==> config.mk <==
export PLATFORM = sky130hd
export DESIGN_NAME = gpr_file
export DESIGN_NICKNAME = d
export VERILOG_FILES = /design/src/rtl/gpr_pkg.sv /design/src/rtl/gpr_read_port.sv /design/src/rtl/gpr_ptr_unit.sv /design/src/rtl/gpr_bank.sv /design/src/rtl/gpr_file.sv
export SDC_FILE = /design/constraint.sdc
export NUM_CORES = 1
export LEC_CHECK = 0
export BUFFER_PORTS_ARGS = -buffer_cell sky130_fd_sc_hd__buf_2
export CAP_MARGIN = 20
export CORE_ASPECT_RATIO = 0.8
export CORE_UTILIZATION = 62
export DETAILED_ROUTE_END_ITERATION = 10
export HOLD_SLACK_MARGIN = 0.08
export PLACE_DENSITY = 0.84
export SLEW_MARGIN = 5
export SYNTH_ARGS = -nofsm -noshare
export SYNTH_HDL_FRONTEND = slang
export SYNTH_HIERARCHICAL = 1
export SYNTH_SLANG_ARGS = --single-unit
==> constraint.sdc <==
create_clock -name clk_i -period 3.2 [get_ports clk_i]
set_input_delay 0.16 -clock clk_i [delete_from_list [all_inputs] [get_ports clk_i]]
set_output_delay 0.16 -clock clk_i [all_outputs]
set_load 0.03 [all_outputs]
==> src/rtl/gpr_pkg.sv <==
package gpr_pkg;
  typedef enum logic [1:0] {
    PTR_NOP     = 2'b00,
    PTR_POSTINC = 2'b01,
    PTR_PREDEC  = 2'b10,
    PTR_RSVD    = 2'b11
  } ptr_cmd_e;
endpackage

==> src/rtl/gpr_read_port.sv <==
module gpr_read_port #(
  parameter int DW    = 8,
  parameter int NREGS = 32,
  parameter int LANES = 1,
  localparam int AW   = $clog2(NREGS),
  localparam int SH   = (LANES > 1) ? 1 : 0,
  localparam int IW   = AW - SH
) (
  input  logic [NREGS-1:0][DW-1:0] regs_i,
  input  logic [IW-1:0]            idx_i,
  output logic [LANES*DW-1:0]      data_o
);
  logic [AW-1:0] base;
  assign base = AW'(idx_i) << SH;

  for (genvar l = 0; l < LANES; l++) begin : g_lane
    assign data_o[l*DW +: DW] = regs_i[base + AW'(l)];
  end
endmodule

==> src/rtl/gpr_ptr_unit.sv <==
module gpr_ptr_unit #(
  parameter int DW   = 8,
  parameter int NPTR = 3,
  localparam int PW  = 2 * DW,
  localparam int PSW = (NPTR > 1) ? $clog2(NPTR) : 1
) (
  input  logic [NPTR-1:0][PW-1:0] ptrs_i,
  input  logic [1:0]              cmd_i,
  input  logic [PSW-1:0]          sel_i,
  output logic [NPTR-1:0]         upd_o,
  output logic [PW-1:0]           next_o,
  output logic [PW-1:0]           addr_o
);
  import gpr_pkg::*;

  ptr_cmd_e    cmd;
  logic        valid;
  logic        act;
  logic [PW-1:0] cur;

  assign cmd = ptr_cmd_e'(cmd_i);

  always_comb begin
    valid = 1'b0;
    cur   = '0;
    for (int p = 0; p < NPTR; p++) begin
      if (sel_i == PSW'(p)) begin
        valid = 1'b1;
        cur   = ptrs_i[p];
      end
    end
  end

  always_comb begin
    act    = 1'b0;
    next_o = cur;
    addr_o = cur;
    unique case (cmd)
      PTR_POSTINC: begin
        act    = valid;
        next_o = cur + PW'(1);
      end
      PTR_PREDEC: begin
        act    = valid;
        next_o = cur - PW'(1);
        addr_o = cur - PW'(1);
      end
      default: ;
    endcase
    if (!valid) addr_o = '0;
  end

  always_comb begin
    for (int p = 0; p < NPTR; p++) upd_o[p] = act && (sel_i == PSW'(p));
  end
endmodule

==> src/rtl/gpr_bank.sv <==
module gpr_bank #(
  parameter int DW    = 8,
  parameter int NREGS = 32,
  parameter int NPTR  = 3,
  localparam int AW   = $clog2(NREGS),
  localparam int PW   = 2 * DW,
  localparam int PTR_BASE = NREGS - 2 * NPTR
) (
  input  logic                     clk_i,
  input  logic                     rst_ni,
  input  logic                     wr_en_i,
  input  logic                     wr_wide_i,
  input  logic [AW-1:0]            wr_idx_i,
  input  logic [PW-1:0]            wr_data_i,
  input  logic [NPTR-1:0]          ptr_upd_i,
  input  logic [PW-1:0]            ptr_next_i,
  output logic [NREGS-1:0][DW-1:0] regs_o
);
  for (genvar r = 0; r < NREGS; r++) begin : g_reg
    logic          wr_hit;
    logic [DW-1:0] wr_val;
    logic          ptr_hit;
    logic [DW-1:0] ptr_val;

    assign wr_hit = wr_en_i &&
                    (wr_wide_i ? (wr_idx_i[AW-1:1] == (AW-1)'(r / 2))
                               : (wr_idx_i == AW'(r)));

    if ((r % 2) == 1) begin : g_odd
      assign wr_val = wr_wide_i ? wr_data_i[PW-1:DW] : wr_data_i[DW-1:0];
    end else begin : g_even
      assign wr_val = wr_data_i[DW-1:0];
    end

    if (r >= PTR_BASE) begin : g_ptr
      assign ptr_hit = ptr_upd_i[(r - PTR_BASE) / 2];
      assign ptr_val = ptr_next_i[(r % 2) * DW +: DW];
    end else begin : g_plain
      assign ptr_hit = 1'b0;
      assign ptr_val = '0;
    end

    // port write has priority over pointer update
    always_ff @(posedge clk_i or negedge rst_ni) begin
      if (!rst_ni)      regs_o[r] <= '0;
      else if (wr_hit)  regs_o[r] <= wr_val;
      else if (ptr_hit) regs_o[r] <= ptr_val;
    end
  end
endmodule

==> src/rtl/gpr_file.sv <==
module gpr_file #(
  parameter int DW      = 8,
  parameter int NREGS   = 32,
  parameter int NPTR    = 3,
  parameter int LUT_PTR = 2,
  localparam int AW     = $clog2(NREGS),
  localparam int PW     = 2 * DW,
  localparam int PSW    = (NPTR > 1) ? $clog2(NPTR) : 1,
  localparam int PTR_BASE = NREGS - 2 * NPTR
) (
  input  logic               clk_i,
  input  logic               rst_ni,
  input  logic [AW-1:0]      rd_a_idx_i,
  input  logic [AW-1:0]      rd_b_idx_i,
  output logic [DW-1:0]      rd_a_o,
  output logic [DW-1:0]      rd_b_o,
  output logic [PW-1:0]      rd_pair_o,
  input  logic               wr_en_i,
  input  logic               wr_wide_i,
  input  logic [AW-1:0]      wr_idx_i,
  input  logic [PW-1:0]      wr_data_i,
  input  logic [1:0]         ptr_cmd_i,
  input  logic [PSW-1:0]     ptr_sel_i,
  output logic [PW-1:0]      ptr_addr_o,
  output logic [NPTR*PW-1:0] ptrs_o,
  output logic [PW-1:0]      lut_addr_o
);
  import gpr_pkg::*;

  logic [NREGS-1:0][DW-1:0] regs;
  logic [NPTR-1:0][PW-1:0]  ptrs;
  logic [NPTR-1:0]          ptr_upd;
  logic [PW-1:0]            ptr_next;

  for (genvar p = 0; p < NPTR; p++) begin : g_ptr
    assign ptrs[p] = {regs[PTR_BASE + 2*p + 1], regs[PTR_BASE + 2*p]};
    assign ptrs_o[p*PW +: PW] = ptrs[p];
  end
  assign lut_addr_o = ptrs[LUT_PTR];

  gpr_bank #(.DW(DW), .NREGS(NREGS), .NPTR(NPTR)) u_bank (
    .clk_i      (clk_i),
    .rst_ni     (rst_ni),
    .wr_en_i    (wr_en_i),
    .wr_wide_i  (wr_wide_i),
    .wr_idx_i   (wr_idx_i),
    .wr_data_i  (wr_data_i),
    .ptr_upd_i  (ptr_upd),
    .ptr_next_i (ptr_next),
    .regs_o     (regs)
  );

  gpr_ptr_unit #(.DW(DW), .NPTR(NPTR)) u_ptr (
    .ptrs_i (ptrs),
    .cmd_i  (ptr_cmd_i),
    .sel_i  (ptr_sel_i),
    .upd_o  (ptr_upd),
    .next_o (ptr_next),
    .addr_o (ptr_addr_o)
  );

  gpr_read_port #(.DW(DW), .NREGS(NREGS), .LANES(1)) u_rd_a (
    .regs_i (regs), .idx_i (rd_a_idx_i), .data_o (rd_a_o)
  );

  gpr_read_port #(.DW(DW), .NREGS(NREGS), .LANES(1)) u_rd_b (
    .regs_i (regs), .idx_i (rd_b_idx_i), .data_o (rd_b_o)
  );

  gpr_read_port #(.DW(DW), .NREGS(NREGS), .LANES(2)) u_rd_pair (
    .regs_i (regs), .idx_i (rd_a_idx_i[AW-1:1]), .data_o (rd_pair_o)
  );

  logic sel_ok;
  assign sel_ok = int'(ptr_sel_i) < NPTR;

  AST_WR_BYTE: assert property (@(posedge clk_i) disable iff (!rst_ni)
    wr_en_i && !wr_wide_i |=> regs[$past(wr_idx_i)] == $past(wr_data_i[DW-1:0]));

  AST_WR_PAIR: assert property (@(posedge clk_i) disable iff (!rst_ni)
    wr_en_i && wr_wide_i |=>
      {regs[{$past(wr_idx_i[AW-1:1]), 1'b1}], regs[{$past(wr_idx_i[AW-1:1]), 1'b0}]}
        == $past(wr_data_i));

  AST_PTR_POSTINC: assert property (@(posedge clk_i) disable iff (!rst_ni)
    !wr_en_i && sel_ok && ptr_cmd_i == PTR_POSTINC |=>
      ptrs[$past(ptr_sel_i)] == $past(ptr_addr_o) + PW'(1));

  AST_PTR_PREDEC: assert property (@(posedge clk_i) disable iff (!rst_ni)
    !wr_en_i && sel_ok && ptr_cmd_i == PTR_PREDEC |=>
      ptrs[$past(ptr_sel_i)] == $past(ptr_addr_o));

  AST_IDLE_HOLD: assert property (@(posedge clk_i) disable iff (!rst_ni)
    !wr_en_i && (!sel_ok || ptr_cmd_i == PTR_NOP || ptr_cmd_i == PTR_RSVD) |=>
      $stable(regs));
endmodule

# Word level (Yosys, flattened, before mapping)
# Cells that the tools add are included.
# Widths: inputs -> output; s select.
[totals]
out_inout_bits = 112
ff_bits = 256
wordCells = 197
[op_classes]
order_cmp = 4
n_eq_ne = 50
addsub = 3
n_mux = 63
reduce_logical = 45
[ops]
columns = ["operator", "n"]
rows = [
  ["$mux 8", 17],
  ["$bmux 8 s5", 3],
  ["$eq 5x5->1 const B", 16],
  ["$mux 16", 5],
  ["$eq 5x4->1 const B", 8],
  ["$mux 1", 36],
  ["$logic_and 1x1->1", 35],
  ["$bmux 8 s4", 1],
  ["$eq 4x4->1 const B", 8],
  ["$pmux 16 s2", 1],
  ["$lt 5x6->1 const B", 4],
  ["$eq 5x3->1 const B", 4],
  ["$add 16x1->16 const B", 1],
  ["$eq 4x3->1 const B", 4],
  ["$sub 16x1->16 const B", 1],
  ["$reduce_bool 2->1", 6],
  ["$eq 5x2->1 const B", 2],
  ["$eq 4x2->1 const B", 2],
  ["$add 5x1->5 const B", 1],
  ["$eq 5x1->1 const B", 1],
  ["$logic_not 5->1", 1],
  ["$eq 2x1->1 const B", 2],
  ["$eq 2x2->1 const B", 2],
  ["$eq 4x1->1 const B", 1],
  ["3 further kinds", 3],
]

# Longest topological paths before layout
[depth]
word_depth = 8
mapped_depth = 13
ltp_nobuf = 12

# By module
# Netlist, hierarchy kept.
[modules_own_cells]
columns = ["module", "cells_per_inst", "area_each_um2", "n_inst"]
rows = [
  ["gpr_bank", 659, 10450.0, 1],
  ["gpr_read_port at u_rd_a ...", 107, 1994.4, 2],
  ["gpr_read_port at u_rd_pair", 137, 1933.1, 1],
  ["gpr_ptr_unit", 257, 1714.1, 1],
  ["gpr_file", 16, 120.1, 1],
]

# Worst setup path after synthesis
# OpenSTA, ideal clock, no wires.
[synth_timing]
path_type = "reg2out"
start = "register u_bank/regs_o[224] (netlist name)"
end = "output ptr_addr_o[14]"
required_time_ps = 3040
slack_ps = 409
stages_incl_launch_ff = 10
path_buffers = 0
t_arrival_ps = 2631
cell_sequence = "dfrtp_1 > mux2i_1 > nor2_1 > a21oi_2 > ha_1 > nand4_1 > or3b_4 > or2_4 > or4_1 > nand2_1"
[synth_between]
elab_chain_cells = 5
[synth_lines]
columns = ["element", "line", "rtl"]
rows = [
  ["from (decl)", "gpr_bank.sv:17", "output logic [NREGS-1:0][DW-1:0] regs_o"],
  ["from (signal, indexed assignment)", "gpr_bank.sv:46", "else if (wr_hit) regs_o[r] <= wr_val;"],
  ["from (signal, indexed assignment)", "gpr_bank.sv:47", "else if (ptr_hit) regs_o[r] <= ptr_val;"],
  ["$mux 16 (2 in series)", "gpr_ptr_unit.sv:27", "if (sel_i == PSW'(p)) begin"],
  ["$sub 16x1->16", "gpr_ptr_unit.sv:46", "addr_o = cur - PW'(1);"],
  ["$mux 16", "gpr_ptr_unit.sv:38", "unique case (cmd)"],
  ["$mux 16", "gpr_ptr_unit.sv:50", "if (!valid) addr_o = '0;"],
  ["to (decl)", "gpr_file.sv:24", "output logic [PW-1:0] ptr_addr_o,"],
]
# Every way passes these cells.

# Final worst setup path
# Ends and elaborated chain as after synthesis.

==> impl_summary.txt <==
----------------------------------------------------
[Global routing]
  Initial antenna violation count ... 4
  Via count of the first global-routing pass ... 13,300
  Met2 capacity usage during global routing ... 0.577
  Met1 usage ... 0.555
  Global route hottest layer ... met2
  Met3 Resource Use GR ... 0.112
  Wire length of the first global-routing pass ... 85,600 microns
  All-Layer GR Usage ... 0.384
  Largest net degree at the start of global routing ... between 80 and 90
  Remaining global-route overflow ... 0

[CTS]
  Root buffer selected by CTS ... sky130_fd_sc_hd__clkbuf_16
  Buffer depth of the longest clock path ... 3
  Number of H-tree levels ... 1
  Number of clock buffers inserted by TritonCTS ... 25
  Clock slew at the register clock pins of the worst setup and hold paths ... 0.06 ns
  Worst-Skew Late Latency ... between 0.5 and 0.6 ns
  TritonCTS clock tree ... done
  Sink Count ... 256

[Routing]
  Number of DRC markers after the initial detailed-route iteration ... 1,659
  DR pass1 iterations ... 5
  Number of vias after detailed routing ... about 14,000
  Via density per instance ... 7.53
  Detail Route Antenna Nets ... 0
  Detailed-route DRC error count ... 0
  Total routed wirelength ... 56,300 microns
  Drt wl/cell ... 31.1 microns

[STA]
  Slew at the pin closest to its max-slew limit ... 1.04 ns
  Min Clock Period, post-route ... 3.27 ns
  Number of pins exceeding their max-slew limit in the final report ... 0
  Final setup vio count ... 2
  Final TNS setup ... -0.147 ns
  Final setup slack of the worst path ... -0.0747 ns
  Layout Skew ... 0.00950 ns
  WHS ... 0.211 ns
  Period utilization ... 1.02
  Final Hold Fails ... 0
  Peak Freq ... 305 MHz
  Worst rel slew slack ... 0.303
  Unrepaired setup endpoints after global routing ... true

[Synth]
  Number of flops mapped to enable cells by yosys ... 0
  Synth async-reset ratio ... 1.00
  Xor and xnor fraction of the mapped netlist area ... 0.00481
  Yosys top cell area share ... 0.352
  Syn Nets ... 1,327
  Syn avg cell area ... roughly 14 sq um
  Leading cell type by number of instances after synthesis ... sky130_fd_sc_hd__mux2_2
  Number of cells produced by synthesis ... 1,283
  Synth Flop Type ... sky130_fd_sc_hd__dfrtp_1
  Synth Cell Area ... 18,200 sq um
  Share of synthesized area spent on multiplexers ... 0.500
  Share of synthesized cell area in and, or, nand and nor gates ... 0.0531
  Sequential share of the synthesized area ... 0.352
  Most area-hungry cell type in the Yosys netlist ... sky130_fd_sc_hd__dfrtp_1
  Yosys warning total ... 6
  Unique masters post-synth ... 63
  Share of synthesized cell area in full adder, half adder and majority cells ... 0.00344
  Synthesized-area fraction occupied by ao, oa, aoi and oai cells ... 0.0449
  Register bit total from synthesis ... 256
  Ranking of synthesized cells by instance count ... sky130_fd_sc_hd__mux2_2, sky130_fd_sc_hd__dfrtp_1, sky130_fd_sc_hd__mux4_2
  Dominant combinational cell family by area after synthesis ... multiplexers
  Top cells by area in the synthesized netlist ... sky130_fd_sc_hd__dfrtp_1, sky130_fd_sc_hd__mux4_2, sky130_fd_sc_hd__mux2_2

[Critical path]
  Number of cells on the worst reg-to-reg path ... 9
  Required time of the critical path ... 3.04 ns
  R2r endpoint ... u_bank/regs_o[237]
  Signal arrival time at the worst endpoint ... 3.11 ns
  Largest fanout on the critical path ... 4
  Crit Path Category ... flop to output pin
  Worst-case register-to-register setup slack ... 0.17 ns
  Launching point of the worst reg2reg path ... u_bank/regs_o[215]
  Critical path endpoint category ... output pin
  Kind of start point of the critical path ... flop

[Die]
  DIE HEIGHT ... 155 microns
  Width of the die ... 194 microns
  Starting density of the core ... 0.638
  Number of standard-cell rows in the floorplan ... 55
  Overall die area ... 30,100 sq um
  Core area ... 28,600 sq um
  Count of pins on the block boundary ... 151

[Finish]
  Layout fillers ... 1,875
  Register with the highest flop count ... u_bank/regs_o
  Layout cells sized above 1 ... 0.561
  Area of all placed cells without fillers ... 20,500 sq um
  Core occupancy in the finished layout ... 0.717
  Largest registers ... u_bank/regs_o: 256 flops
  Flip-flop count of the largest register, all copies and words added ... 256
  Synthesis-to-layout area growth ... 12.5%
  Final nets ... about 1,500

[Power and ir drop]
  Worst vdd ir ... 0.531 mV
  Leakage ... 8.54 nW
  Power density normalized to cell area ... approximately 760 nW/um^2

[Run]
  Number of violations of the max-capacitance limit ... 0

[Placement]
  Final estimated routing congestion in global placement ... 1.03
  HPWL Detailed ... 40,800 microns
  I/O Buffers ... 150
  Cell area after placement ... 19,400 sq um

[Outcome]
  Violations in the final reports ... setup timing
  Status ... finished, violations left

[Worst hold path]
  HP Class ... primary input to async pin

----------------------------------------------------
==> per-layer routing <==
layer  vias up  routed length [microns]  part of all wire
met1      7140                    21600              0.38
met2       954                    25600              0.45
met4         0                     1450             0.026
met3       108                     7670              0.14
li1       5428                        -                 -
met5         -                        0                 0
==> worst max-delay path, stage by stage, from the launching register on <==
cell                      delay, ns
sky130_fd_sc_hd__dfrtp_2       0.40
sky130_fd_sc_hd__mux2i_1       0.14
sky130_fd_sc_hd__nor2_1        0.06
sky130_fd_sc_hd__a21oi_2       0.17
sky130_fd_sc_hd__ha_2          0.22
sky130_fd_sc_hd__nand4_1       0.23
sky130_fd_sc_hd__or3b_4        0.46
sky130_fd_sc_hd__or2_4         0.25
sky130_fd_sc_hd__or4_1         0.40
sky130_fd_sc_hd__nand2_1       0.10
sky130_fd_sc_hd__buf_6         0.14
==> through the flow <==
step,worst slack [ns],cells,power [mW]
2_1_floorplan,0.409,1283,9.87
3_3_place_gp,0.226,1741,11.9
3_5_place_dp,0.126,1741,12.1
4_1_cts,-0.0323,1801,15.2
5_1_grt,-0.161,1806,16.0
6_report,-0.0747,1809,15.5
==> timing repair <==
item	CTS	global route
endpoints found under the hold margin	104	0
setup buffers	9	3
hold buffers	9	0
pin swaps	7	4
endpoints found under the setup margin	6	7
resized for setup	15	8
==> power breakdown <==
| part | switching [mW] | leakage [nW] | total (mW) | internal (mW) |
|---|---|---|---|---|
| sequential | 1.12 | 3.20 | 5.27 | 4.15 |
| clock | 1.27 | 0.392 | 2.97 | 1.69 |
| combinational | 3.91 | 4.95 | 7.26 | 3.35 |
| total | 6.31 | 8.54 | 15.5 | 9.19 |
==> placed cells by master, fill, tap and decap left out, types with 4 or more instances in the layout <==
cell,instances
sky130_fd_sc_hd__a21oi_1,14
sky130_fd_sc_hd__a22oi_1,33
sky130_fd_sc_hd__a2bb2oi_1,4
sky130_fd_sc_hd__buf_12,10
sky130_fd_sc_hd__buf_2,142
sky130_fd_sc_hd__buf_4,79
sky130_fd_sc_hd__clkbuf_1,7
sky130_fd_sc_hd__clkbuf_16,25
sky130_fd_sc_hd__clkbuf_8,9
sky130_fd_sc_hd__dfrtp_1,252
sky130_fd_sc_hd__dfrtp_2,4
sky130_fd_sc_hd__diode_2,5
sky130_fd_sc_hd__dlygate4sd3_1,9
sky130_fd_sc_hd__ha_1,4
sky130_fd_sc_hd__inv_1,5
sky130_fd_sc_hd__mux2_1,18
sky130_fd_sc_hd__mux2_2,267
sky130_fd_sc_hd__mux2i_1,76
sky130_fd_sc_hd__mux2i_2,4
sky130_fd_sc_hd__mux4_1,10
sky130_fd_sc_hd__mux4_2,214
sky130_fd_sc_hd__nand2_1,44
sky130_fd_sc_hd__nand3_1,12
sky130_fd_sc_hd__nand4_1,7
sky130_fd_sc_hd__nor2_1,41
sky130_fd_sc_hd__nor2b_1,4
sky130_fd_sc_hd__nor3_1,6
sky130_fd_sc_hd__nor3_2,19
sky130_fd_sc_hd__o211ai_1,4
sky130_fd_sc_hd__o21ai_0,11
sky130_fd_sc_hd__o21ai_1,4
sky130_fd_sc_hd__o221ai_1,5
sky130_fd_sc_hd__o2bb2ai_1,6
sky130_fd_sc_hd__o2bb2ai_2,4
sky130_fd_sc_hd__or4_1,10
sky130_fd_sc_hd__xnor2_1,7
==> cell families (layout without fill, tap and decap cells) <==
| logic type | after synthesis | count (layout) |
|---|---|---|
| adder cells (fa/ha/maj) | 5 | 5 |
| AO/OA/AOI/OAI | 107 | 107 |
| AND/OR/NAND/NOR | 171 | 171 |
| buffers and inverters | 144 | 295 |
| XOR/XNOR | 10 | 10 |
| flip-flops | 256 | 256 |
| other | 0 | 5 |
| multiplexers | 590 | 590 |
==> worst max path at each step <==
stage                                  start                 end  cells after the start
after floorplan           u_bank/regs_o[224]      ptr_addr_o[14]                      9
after global placement          ptr_sel_i[0]  u_bank/regs_o[221]                     11
after detailed placement        ptr_sel_i[0]  u_bank/regs_o[221]                     11
after CTS                 u_bank/regs_o[224]      ptr_addr_o[12]                     10
after global routing      u_bank/regs_o[224]      ptr_addr_o[14]                     10
final                     u_bank/regs_o[224]      ptr_addr_o[14]                     10
==> cell type report <==
cell class | count | area, sq um | area share
antenna | 5 | 12.5 | 0.000611
multi-input combinational | 883 | 11100 | 0.543
inverter | 8 | 30.0 | 0.00147
sequential | 256 | 6410 | 0.313
tap | 370 | 463 | 0.0226
timing repair buffer | 245 | 1650 | 0.0807
clock inverter | 2 | 35.0 | 0.00171
clock buffer | 40 | 762 | 0.0372
Note: power is estimated with default switching activity, not from simulation.
